==> src/rtl/pid_mux_pkg.sv <==
package pid_mux_pkg;
  localparam int PID_STAGES = 4;

  typedef enum logic [1:0] {
    PH_IDLE = 2'd0,
    PH_RUN  = 2'd1,
    PH_FIN  = 2'd2
  } phase_t;
endpackage

==> src/rtl/pid_mux_seq.sv <==
module pid_mux_seq
  import pid_mux_pkg::*;
#(
  parameter int STAGES = PID_STAGES
) (
  input  logic              clk,
  input  logic              rst,
  input  logic              go,
  output logic              busy,
  output logic              fin,
  output logic [STAGES-1:0] oe
);
  localparam int SW = $clog2(STAGES);

  phase_t        ph;
  logic [SW-1:0] stg;

  always_ff @(posedge clk) begin
    if (rst) begin
      ph  <= PH_IDLE;
      stg <= '0;
    end else begin
      unique case (ph)
        PH_IDLE: if (go) begin
          ph  <= PH_RUN;
          stg <= '0;
        end
        PH_RUN: begin
          if (stg == SW'(STAGES - 1)) ph <= PH_FIN;
          else                        stg <= stg + 1'b1;
        end
        PH_FIN:  ph <= PH_IDLE;
        default: ph <= PH_IDLE;
      endcase
    end
  end

  // decode of the stage code into one enable line per stage
  for (genvar gi = 0; gi < STAGES; gi++) begin : g_oe
    assign oe[gi] = (ph == PH_RUN) && (stg == SW'(gi));
  end

  assign busy = (ph != PH_IDLE);
  assign fin  = (ph == PH_FIN);
endmodule

==> src/rtl/pid_mux_mul.sv <==
module pid_mux_mul #(
  parameter int GAIN_W = 8,
  parameter int OPB_W  = 24,
  parameter int ACC_W  = 32
) (
  input  logic signed [GAIN_W-1:0] a,
  input  logic signed [OPB_W-1:0]  b,
  output logic signed [ACC_W-1:0]  y
);
  localparam int PW = GAIN_W + OPB_W;

  logic signed [PW-1:0] full;

  assign full = a * b;
  assign y    = ACC_W'(full);
endmodule

==> src/rtl/pid_mux_add.sv <==
module pid_mux_add #(
  parameter int ACC_W = 32
) (
  input  logic signed [ACC_W-1:0] a,
  input  logic signed [ACC_W-1:0] b,
  output logic signed [ACC_W-1:0] y
);
  assign y = a + b;
endmodule

==> src/rtl/pid_mux_core.sv <==
module pid_mux_core
  import pid_mux_pkg::*;
#(
  parameter int GAIN_W = 8,
  parameter int ERR_W  = 8,
  parameter int OPB_W  = 24,
  parameter int ACC_W  = 32,
  parameter int SUM_W  = 24
) (
  input  logic                  clk,
  input  logic                  rst,
  input  logic                  ld_gains,
  input  logic [GAIN_W-1:0]     kp_in,
  input  logic [GAIN_W-1:0]     ki_in,
  input  logic [GAIN_W-1:0]     kd_in,
  input  logic                  start,
  input  logic [ERR_W-1:0]      err_in,
  output logic                  busy,
  output logic                  done,
  output logic [PID_STAGES-1:0] stage_oe,
  output logic [ACC_W-1:0]      u_out
);
  localparam int SMAXI = (1 << (SUM_W - 1)) - 1;
  localparam logic signed [ACC_W-1:0] SMAX = ACC_W'(SMAXI);
  localparam logic signed [ACC_W-1:0] SMIN = ACC_W'(-SMAXI - 1);

  logic signed [GAIN_W-1:0] kp_r, ki_r, kd_r;
  logic signed [OPB_W-1:0]  en_r, em_r, sum_r, s_r, n_r, d0_r;
  logic signed [ACC_W-1:0]  p_r, i_r, dt_r, pi_r, u_r;
  logic                     done_r;

  logic                     fin, go, ld_ok;
  logic [PID_STAGES-1:0]    oe;
  logic signed [GAIN_W-1:0] mul_a;
  logic signed [OPB_W-1:0]  mul_b;
  logic signed [ACC_W-1:0]  mul_y, add_a, add_b, add_y;

  function automatic logic signed [OPB_W-1:0] sat_sum(input logic signed [ACC_W-1:0] x);
    if (x > SMAX)      return OPB_W'(SMAX);
    else if (x < SMIN) return OPB_W'(SMIN);
    else               return OPB_W'(x);
  endfunction

  assign ld_ok = ld_gains && !busy;
  assign go    = start && !busy && !ld_gains;

  pid_mux_seq #(.STAGES(PID_STAGES)) u_seq (
    .clk (clk),
    .rst (rst),
    .go  (go),
    .busy(busy),
    .fin (fin),
    .oe  (oe)
  );

  pid_mux_mul #(.GAIN_W(GAIN_W), .OPB_W(OPB_W), .ACC_W(ACC_W)) u_mul (
    .a(mul_a),
    .b(mul_b),
    .y(mul_y)
  );

  pid_mux_add #(.ACC_W(ACC_W)) u_add (
    .a(add_a),
    .b(add_b),
    .y(add_y)
  );

  // operand steering by the enable lines
  always_comb begin
    mul_a = '0;
    mul_b = '0;
    add_a = '0;
    add_b = '0;
    if (oe[0]) begin
      mul_a = kp_r;
      mul_b = en_r;
      add_a = ACC_W'(en_r);
      add_b = ACC_W'(sum_r);
    end
    if (oe[1]) begin
      mul_a = '1;               // constant -1
      mul_b = em_r;
    end
    if (oe[2]) begin
      mul_a = ki_r;
      mul_b = s_r;
      add_a = ACC_W'(en_r);
      add_b = ACC_W'(n_r);
    end
    if (oe[3]) begin
      mul_a = kd_r;
      mul_b = d0_r;
      add_a = p_r;
      add_b = i_r;
    end
    if (fin) begin
      add_a = pi_r;
      add_b = dt_r;
    end
  end

  always_ff @(posedge clk) begin
    if (rst) begin
      kp_r   <= '0;
      ki_r   <= '0;
      kd_r   <= '0;
      en_r   <= '0;
      em_r   <= '0;
      sum_r  <= '0;
      s_r    <= '0;
      n_r    <= '0;
      d0_r   <= '0;
      p_r    <= '0;
      i_r    <= '0;
      dt_r   <= '0;
      pi_r   <= '0;
      u_r    <= '0;
      done_r <= 1'b0;
    end else begin
      done_r <= fin;
      if (ld_ok) begin
        kp_r  <= $signed(kp_in);
        ki_r  <= $signed(ki_in);
        kd_r  <= $signed(kd_in);
        em_r  <= '0;
        sum_r <= '0;
      end
      if (go) en_r <= OPB_W'($signed(err_in));
      if (oe[0]) begin
        p_r <= mul_y;
        s_r <= sat_sum(add_y);
      end
      if (oe[1]) n_r <= OPB_W'(mul_y);
      if (oe[2]) begin
        i_r  <= mul_y;
        d0_r <= OPB_W'(add_y);
      end
      if (oe[3]) begin
        dt_r <= mul_y;
        pi_r <= add_y;
      end
      if (fin) begin
        u_r   <= add_y;
        em_r  <= en_r;
        sum_r <= s_r;
      end
    end
  end

  assign done     = done_r;
  assign stage_oe = oe;
  assign u_out    = u_r;
endmodule

==> config.mk <==
export PLATFORM = sky130hd
export DESIGN_NAME = pid_mux_core
export DESIGN_NICKNAME = d
export VERILOG_FILES = /design/src/rtl/pid_mux_pkg.sv /design/src/rtl/pid_mux_seq.sv /design/src/rtl/pid_mux_mul.sv /design/src/rtl/pid_mux_add.sv /design/src/rtl/pid_mux_core.sv
export SDC_FILE = /design/constraint.sdc
export NUM_CORES = 1
export LEC_CHECK = 0
export BUFFER_PORTS_ARGS = -buffer_cell sky130_fd_sc_hd__buf_4
export CAP_MARGIN = 20
export CORE_ASPECT_RATIO = 1.25
export CORE_MARGIN = 2
export CORE_UTILIZATION = 38
export CTS_CLUSTER_SIZE = 12
export DETAILED_ROUTE_END_ITERATION = 8
export HOLD_SLACK_MARGIN = 0.08
export PLACE_DENSITY = 0.55
export SLEW_MARGIN = 20
export SYNTH_ARGS = -nofsm -noshare
export SYNTH_HDL_FRONTEND = slang
export SYNTH_SLANG_ARGS = --single-unit
==> constraint.sdc <==
create_clock -name clk -period 6.2 [get_ports clk]
set_input_delay 1.24 -clock clk [delete_from_list [all_inputs] [get_ports clk]]
set_output_delay 1.24 -clock clk [all_outputs]
set_load 0.1 [all_outputs]
==> impl_metrics.csv, run 1 <==
group,metric,value,unit
floorplan,io_pins,74,
logic_synthesis,synth-main-ff-cell,"dfxtp_1",
power,power.internal,3.13,mW
sta,slew_viol_final,0,
logic_synthesis,avgSynthCellArea,7.75,sq um
setup_path,slowest_stage,"fa_1",
power,power_leakage,10.6,nW
global_routing,grt_antenna_before_repair,0,
routing,postRouteWirelength,60400,um
floorplan,die_w,210,um
power,combPwrFrac,9.9,%
clock_network,cts-buffers-inserted,31,
sta,min_period,6360,ps
sta,fin_ws,-158,ps
logic_synthesis,synth_area,20100,sq um
sta,fin_crit_sh,103,%
hold_path,min_path_type,"reg2reg",
floorplan,rows,94,
logic_synthesis,synth-seq-cells,301,
sta,fmax,157,MHz
clock_network,clkSinkCount,301,
global_routing,grt_max_degree,168,
placement,place_congestion,0.890,
routing,drtIter0Drc,1075,
finish,drive_gt1_share,20.4,%
sta,fin_skew,12.4,ps
logic_synthesis,synth_edf_count,0,
global_routing,grtUsageTotal,22.0,%
routing,vias,18400,
logic_synthesis,synthTopCellsByCount,"nand2_1 (527), nor2_1 (323), a21oi_1 (317)",
power,swShare,25.1,%
logic_synthesis,yosysSeqAreaShare,30.0,%
routing,viasPerCell,5.23,
clock_network,root_buffer,"clkbuf_16",
power,clockPowerShare,42.6,%
power,p_total,4.18,mW
finish,diodes,0,
logic_synthesis,netlist-cell-type-count,66,
setup_path,worstSetupPathType,"reg2reg",
setup_path,arrival,6860,ps
global_routing,grt_pass1_wl,97900,um
clock_network,cts_tree,"yes",
placement,post-place-ws,-436,ps
power,irDropWorstVdd,0.219,mV
routing,first_pass_iters,5,
power,power_switching,1.05,mW
logic_synthesis,ys_warn_count,0,
routing,drc,0,
sta,finalHoldViolCount,0,
logic_synthesis,synth_top_cell_area_share,30.0,%
power,pwr-share-seq,47.6,%
floorplan,dieArea,54700,sq um
clock_network,clk_pin_slew,60,ps
clock_network,clock_latency,580,ps
placement,port_buffers,73,
setup_path,end_kind,"register",
clock_network,htreeDepth,1,
sta,finalSetupViolCount,11,
routing,wl_per_cell,17.1,um
job,cap_violations,0,
status,violations,"setup timing",
setup_path,start_kind,"register",
floorplan,die_height,261,um
logic_synthesis,ys_async_sr_fraction,0,%
logic_synthesis,yosysMostFrequentCell,"nand2_1",
finish,nets,3118,
status,status,"finished, violations left",
floorplan,core_area,52500,sq um
placement,post-dp-hpwl,43600,um
sta,tightestPinTransition,1070,ps
power,p_per_area,167,nW/um^2
floorplan,start_util,38.3,%
sta,maxSlewHeadroom,28.5,%
setup_path,required,6710,ps
logic_synthesis,synth_cells,2591,
logic_synthesis,synth.largest_area_cell,"dfxtp_1",
finish,area_growth_syn_to_layout,24.3,%
global_routing,overflow,0,
clock_network,clockBufferDepth,3,
setup_path,cp_max_fo,6,
sta,rsz0062_at_grt,"true",
logic_synthesis,synthTopCellsByArea,"dfxtp_1 (30%), fa_1 (15%), nand2_1 (9.9%)",
logic_synthesis,syn_nets,2875,
global_routing,grt_pass1_vias,18400,
setup_path,slowest_delay,500,ps
routing,antenna_left,0,
==> worst max-delay path: cells and delay by family, from the launching register on <==
kind | cells | cell delay, ps
fa+ha+maj | 6 | 2370
compound gates | 7 | 1390
simple gates | 7 | 1180
buf+inv | 7 | 770
flops | 1 | 340
xor+xnor | 1 | 220
==> power groups by stage <==
stage,Combinational [mW],Clock [mW],Sequential [mW]
5_1_grt,0.452,1.89,1.99
3_5_place_dp,0.371,0,2.03
2_1_floorplan,0.220,0,2.02
4_1_cts,0.386,1.82,1.99
3_3_place_gp,0.368,0,2.03
6_report,0.413,1.78,1.99
==> metal layers <==
layer / share of wire [%] / global-route usage, %
met5: 0 / 0
met4: 2.2 / 5.04
met3: 4.6 / 2.22
met2: 47 / 37.0
met1: 46 / 30.7
==> cell families after synthesis <==
group / Yosys count / synth area share (%)
xor+xnor: 60 / 2.62
mux: 3 / 0.156
simple gates: 955 / 19.1
flops: 301 / 30.0
buf+inv: 377 / 7.15
fa+ha+maj: 248 / 21.2
compound gates: 647 / 19.8
==> registers in the layout, indices dropped and copies added (netlist names), 24 cells and up <==
register,count
dt_r,32
i_r,32
p_r,32
pi_r,32
u_out,32
d0_r,24
n_r,24
s_r,24
sum_r,24
==> through the flow <==
step / setup TNS, ps / utilization, % / cells / hold WS (ps) / instance area, sq um
after floorplan: 0 / - / 2591 / 432 / 20200
after global routing: -8860 / 47.6 / 3522 / 467 / 25000
after detailed placement: -13960 / 43.7 / 3420 / 446 / 22900
after global placement: -7810 / 43.7 / 3420 / 441 / 22900
final: -958 / 47.6 / 3522 / 455 / 25000
after CTS: -1570 / 46.1 / 3484 / 454 / 24200
==> layout by cell type, fill, tap and decap left out, types with 83 or more instances in the layout <==
master   instances
nand2_1        520
o21ai_0         85
inv_1          209
dfxtp_1        299
buf_4          326
ha_1            83
fa_1           150
a21oi_1        281
nor2_1         306
==> final cells by class <==
cell class / instances / area, sq um
Timing Repair inverter: 2 / 12.5
Clock buffer: 43 / 871
Multi-Input combinational cell: 1913 / 13300
Sequential cell: 301 / 6030
Timing Repair Buffer: 361 / 2950
Fill cell: 5126 / 27500
Clock inverter: 6 / 61.3
Inverter: 224 / 865
Tap cell: 672 / 841
==> final timing paths <==
path                                    from        to  slack, ps  cells after the start
worst max-delay path            u_seq.stg[1]   i_r[30]       -160                     28
worst min-delay path                d0_r[18]  d0_r[18]        460                      2
worst max register to register  u_seq.stg[1]   i_r[30]       -160                     28
worst min register to register      d0_r[18]  d0_r[18]        460                      2
==> timing repair <==
action / 4_1_cts / 5_1_grt
endpoints found under the setup margin: 62 / 91
pin swaps: 30 / 45
hold buffers: 0 / 0
buffers inserted: 16 / 35
gates cloned: 0 / 4
gates resized for setup: 69 / 107
No activity file was read; power rests on OpenSTA's default activity.
==> run 2, diff against run 1 <==
--- a/config.mk
+++ b/config.mk
@@ -12,6 +12,7 @@
 export CORE_UTILIZATION = 38
 export CTS_CLUSTER_SIZE = 12
 export DETAILED_ROUTE_END_ITERATION = 8
+export GPL_TIMING_DRIVEN = 0
 export HOLD_SLACK_MARGIN = 0.08
 export PLACE_DENSITY = 0.55
 export SLEW_MARGIN = 20
==> run 2 against run 1 <==
Against the previous run:
- the flow still finishes with violations (setup timing)
- setup slack worse by 330 ps
- largest cell class unchanged
- combinational power up 13%
- global-route usage rose by 4.4 points
==> impl_metrics.csv, run 2 (synthesis gave the netlist of run 1 again) <==
group,metric,value,unit
status,status,"finished, violations left",
status,violations,"setup timing",
routing,first_pass_iters,7,
sta,rsz0062_at_grt,"true",
setup_path,end_kind,"register",
power,combPwrFrac,10.9,%
clock_network,cts_tree,"yes",
sta,whs,452,ps
routing,viasPerCell,5.41,
routing,drtIter0Drc,1251,
sta,tns,-13960,ps
routing,wl_per_cell,21.0,um
setup_path,slowest_stage,"fa_1",
clock_network,clkSinkCount,301,
power,power.internal,3.15,mW
setup_path,start_kind,"register",
power,power_leakage,10.2,nW
power,p_per_area,171,nW/um^2
global_routing,grtUsageMet1,32.1,%
sta,maxSlewHeadroom,31.0,%
global_routing,use_met2,47.8,%
clock_network,root_buffer,"clkbuf_16",
finish,drive_gt1_share,19.0,%
power,swShare,26.6,%
finish,design_area,25100,sq um
power,pwr-share-seq,46.4,%
global_routing,overflow,0,
clock_network,clock_latency,610,ps
floorplan,dieArea,54700,sq um
finish,final_common_cell,"nand2_1",
finish,mostFrequentLayoutCells,"nand2_1 (509), nor2_1 (306), dfxtp_1 (297), a21oi_1 (245), inv_1 (207)",
floorplan,die_w,210,um
global_routing,grt_pass1_vias,18800,
routing,vias,18900,
sta,finalSetupViolCount,52,
power,clockPowerShare,42.7,%
setup_path,cp_max_fo,8,
sta,fin_skew,40.7,ps
sta,finalHoldViolCount,0,
clock_network,htreeDepth,1,
floorplan,die_height,261,um
clock_network,cts-buffers-inserted,31,
finish,nets,3090,
global_routing,grt_max_degree,16,
setup_path,required,6700,ps
global_routing,grt_use_met3,2.00,%
global_routing,grt_antenna_before_repair,0,
placement,place_congestion,0.939,
power,power_switching,1.14,mW
placement,post-dp-hpwl,56400,um
routing,antenna_left,0,
sta,fmax,150,MHz
placement,dpl_cell_area,21600,sq um
setup_path,slowest_delay,560,ps
floorplan,io_pins,74,
setup_path,worstSetupPathType,"reg2reg",
floorplan,start_util,38.3,%
floorplan,core_area,52500,sq um
global_routing,grt_pass1_wl,110000,um
clock_network,clk_pin_slew,60,ps
placement,port_buffers,72,
job,cap_violations,0,
finish,diodes,0,
sta,fin_crit_sh,108,%
global_routing,grt-busiest-layer,"met2",
routing,drc,0,
sta,slew_viol_final,0,
floorplan,rows,94,
clock_network,clockBufferDepth,3,
sta,tightestPinTransition,1030,ps
setup_path,arrival,7190,ps
sta,fin_ws,-489,ps
hold_path,min_path_type,"reg2reg",
routing,postRouteWirelength,73300,um
power,irDropWorstVdd,0.217,mV
sta,min_period,6690,ps
finish,area_growth_syn_to_layout,25.2,%
global_routing,grtUsageTotal,26.4,%
run 2: power by group through the flow:
stage                     combinational [mW]  clock (mW)  sequential [mW]
after CTS                              0.431        1.84             1.99
after detailed placement               0.356           0             2.03
after floorplan                        0.220           0             2.02
after global routing                   0.498        1.91             1.99
final                                  0.466        1.83             1.99
after global placement                 0.352           0             2.03
run 2: stage by stage:
step	power, mW	std cells	setup slack [ps]	utilization (%)
2_1_floorplan	2.24	2591	0.136	-
3_3_place_gp	2.38	3335	-2040	41.2
3_5_place_dp	2.39	3336	-2130	41.2
4_1_cts	4.26	3474	-463	46.6
5_1_grt	4.40	3493	-704	47.9
6_report	4.29	3493	-489	47.9
run 2: critical path, delay by kind of cell, from the launching register on:
family,cells,cell delay [ps]
AO/OA/AOI/OAI,9,1700
XOR/XNOR,1,150
adder cells (fa/ha/maj),6,2500
buffers and inverters,11,1220
flip-flops,1,390
AND/OR/NAND/NOR,6,600
run 2: worst paths after layout:
check	startpoint	endpoint	slack, ps	depth (start not counted)
worst max-delay path	u_seq.stg[0]	dt_r[24]	-490	33
worst min-delay path	dt_r[30]	dt_r[30]	450	2
worst max register to register	u_seq.stg[0]	dt_r[24]	-490	33
worst min register to register	dt_r[30]	dt_r[30]	450	2
run 2: area by class of cell:
class | instances | area [sq um]
clock buffers | 42 | 877
repair inverters | 1 | 5.00
plain buffers | 149 | 910
repair buffers | 185 | 1610
multi-input cells | 1913 | 13900
inverters | 224 | 861
flip-flops and latches | 301 | 6040
clock inverters | 6 | 61.3
well taps | 672 | 841
fillers | 5187 | 27300
run 2: layer usage:
layer / wire length (um) / vias to the layer above
li1: - / 8926
met1: 29500 / 9235
met2: 36800 / 590
met3: 3290 / 135
met4: 3650 / 0
met5: 0 / -
run 2: repair_timing:
item,CTS,global route
gates resized for setup,254,145
buffers inserted,90,21
endpoints found under the hold margin,0,0
hold buffers,0,0
pin swaps,66,56
gates cloned,3,0
setup endpoints to repair,155,99
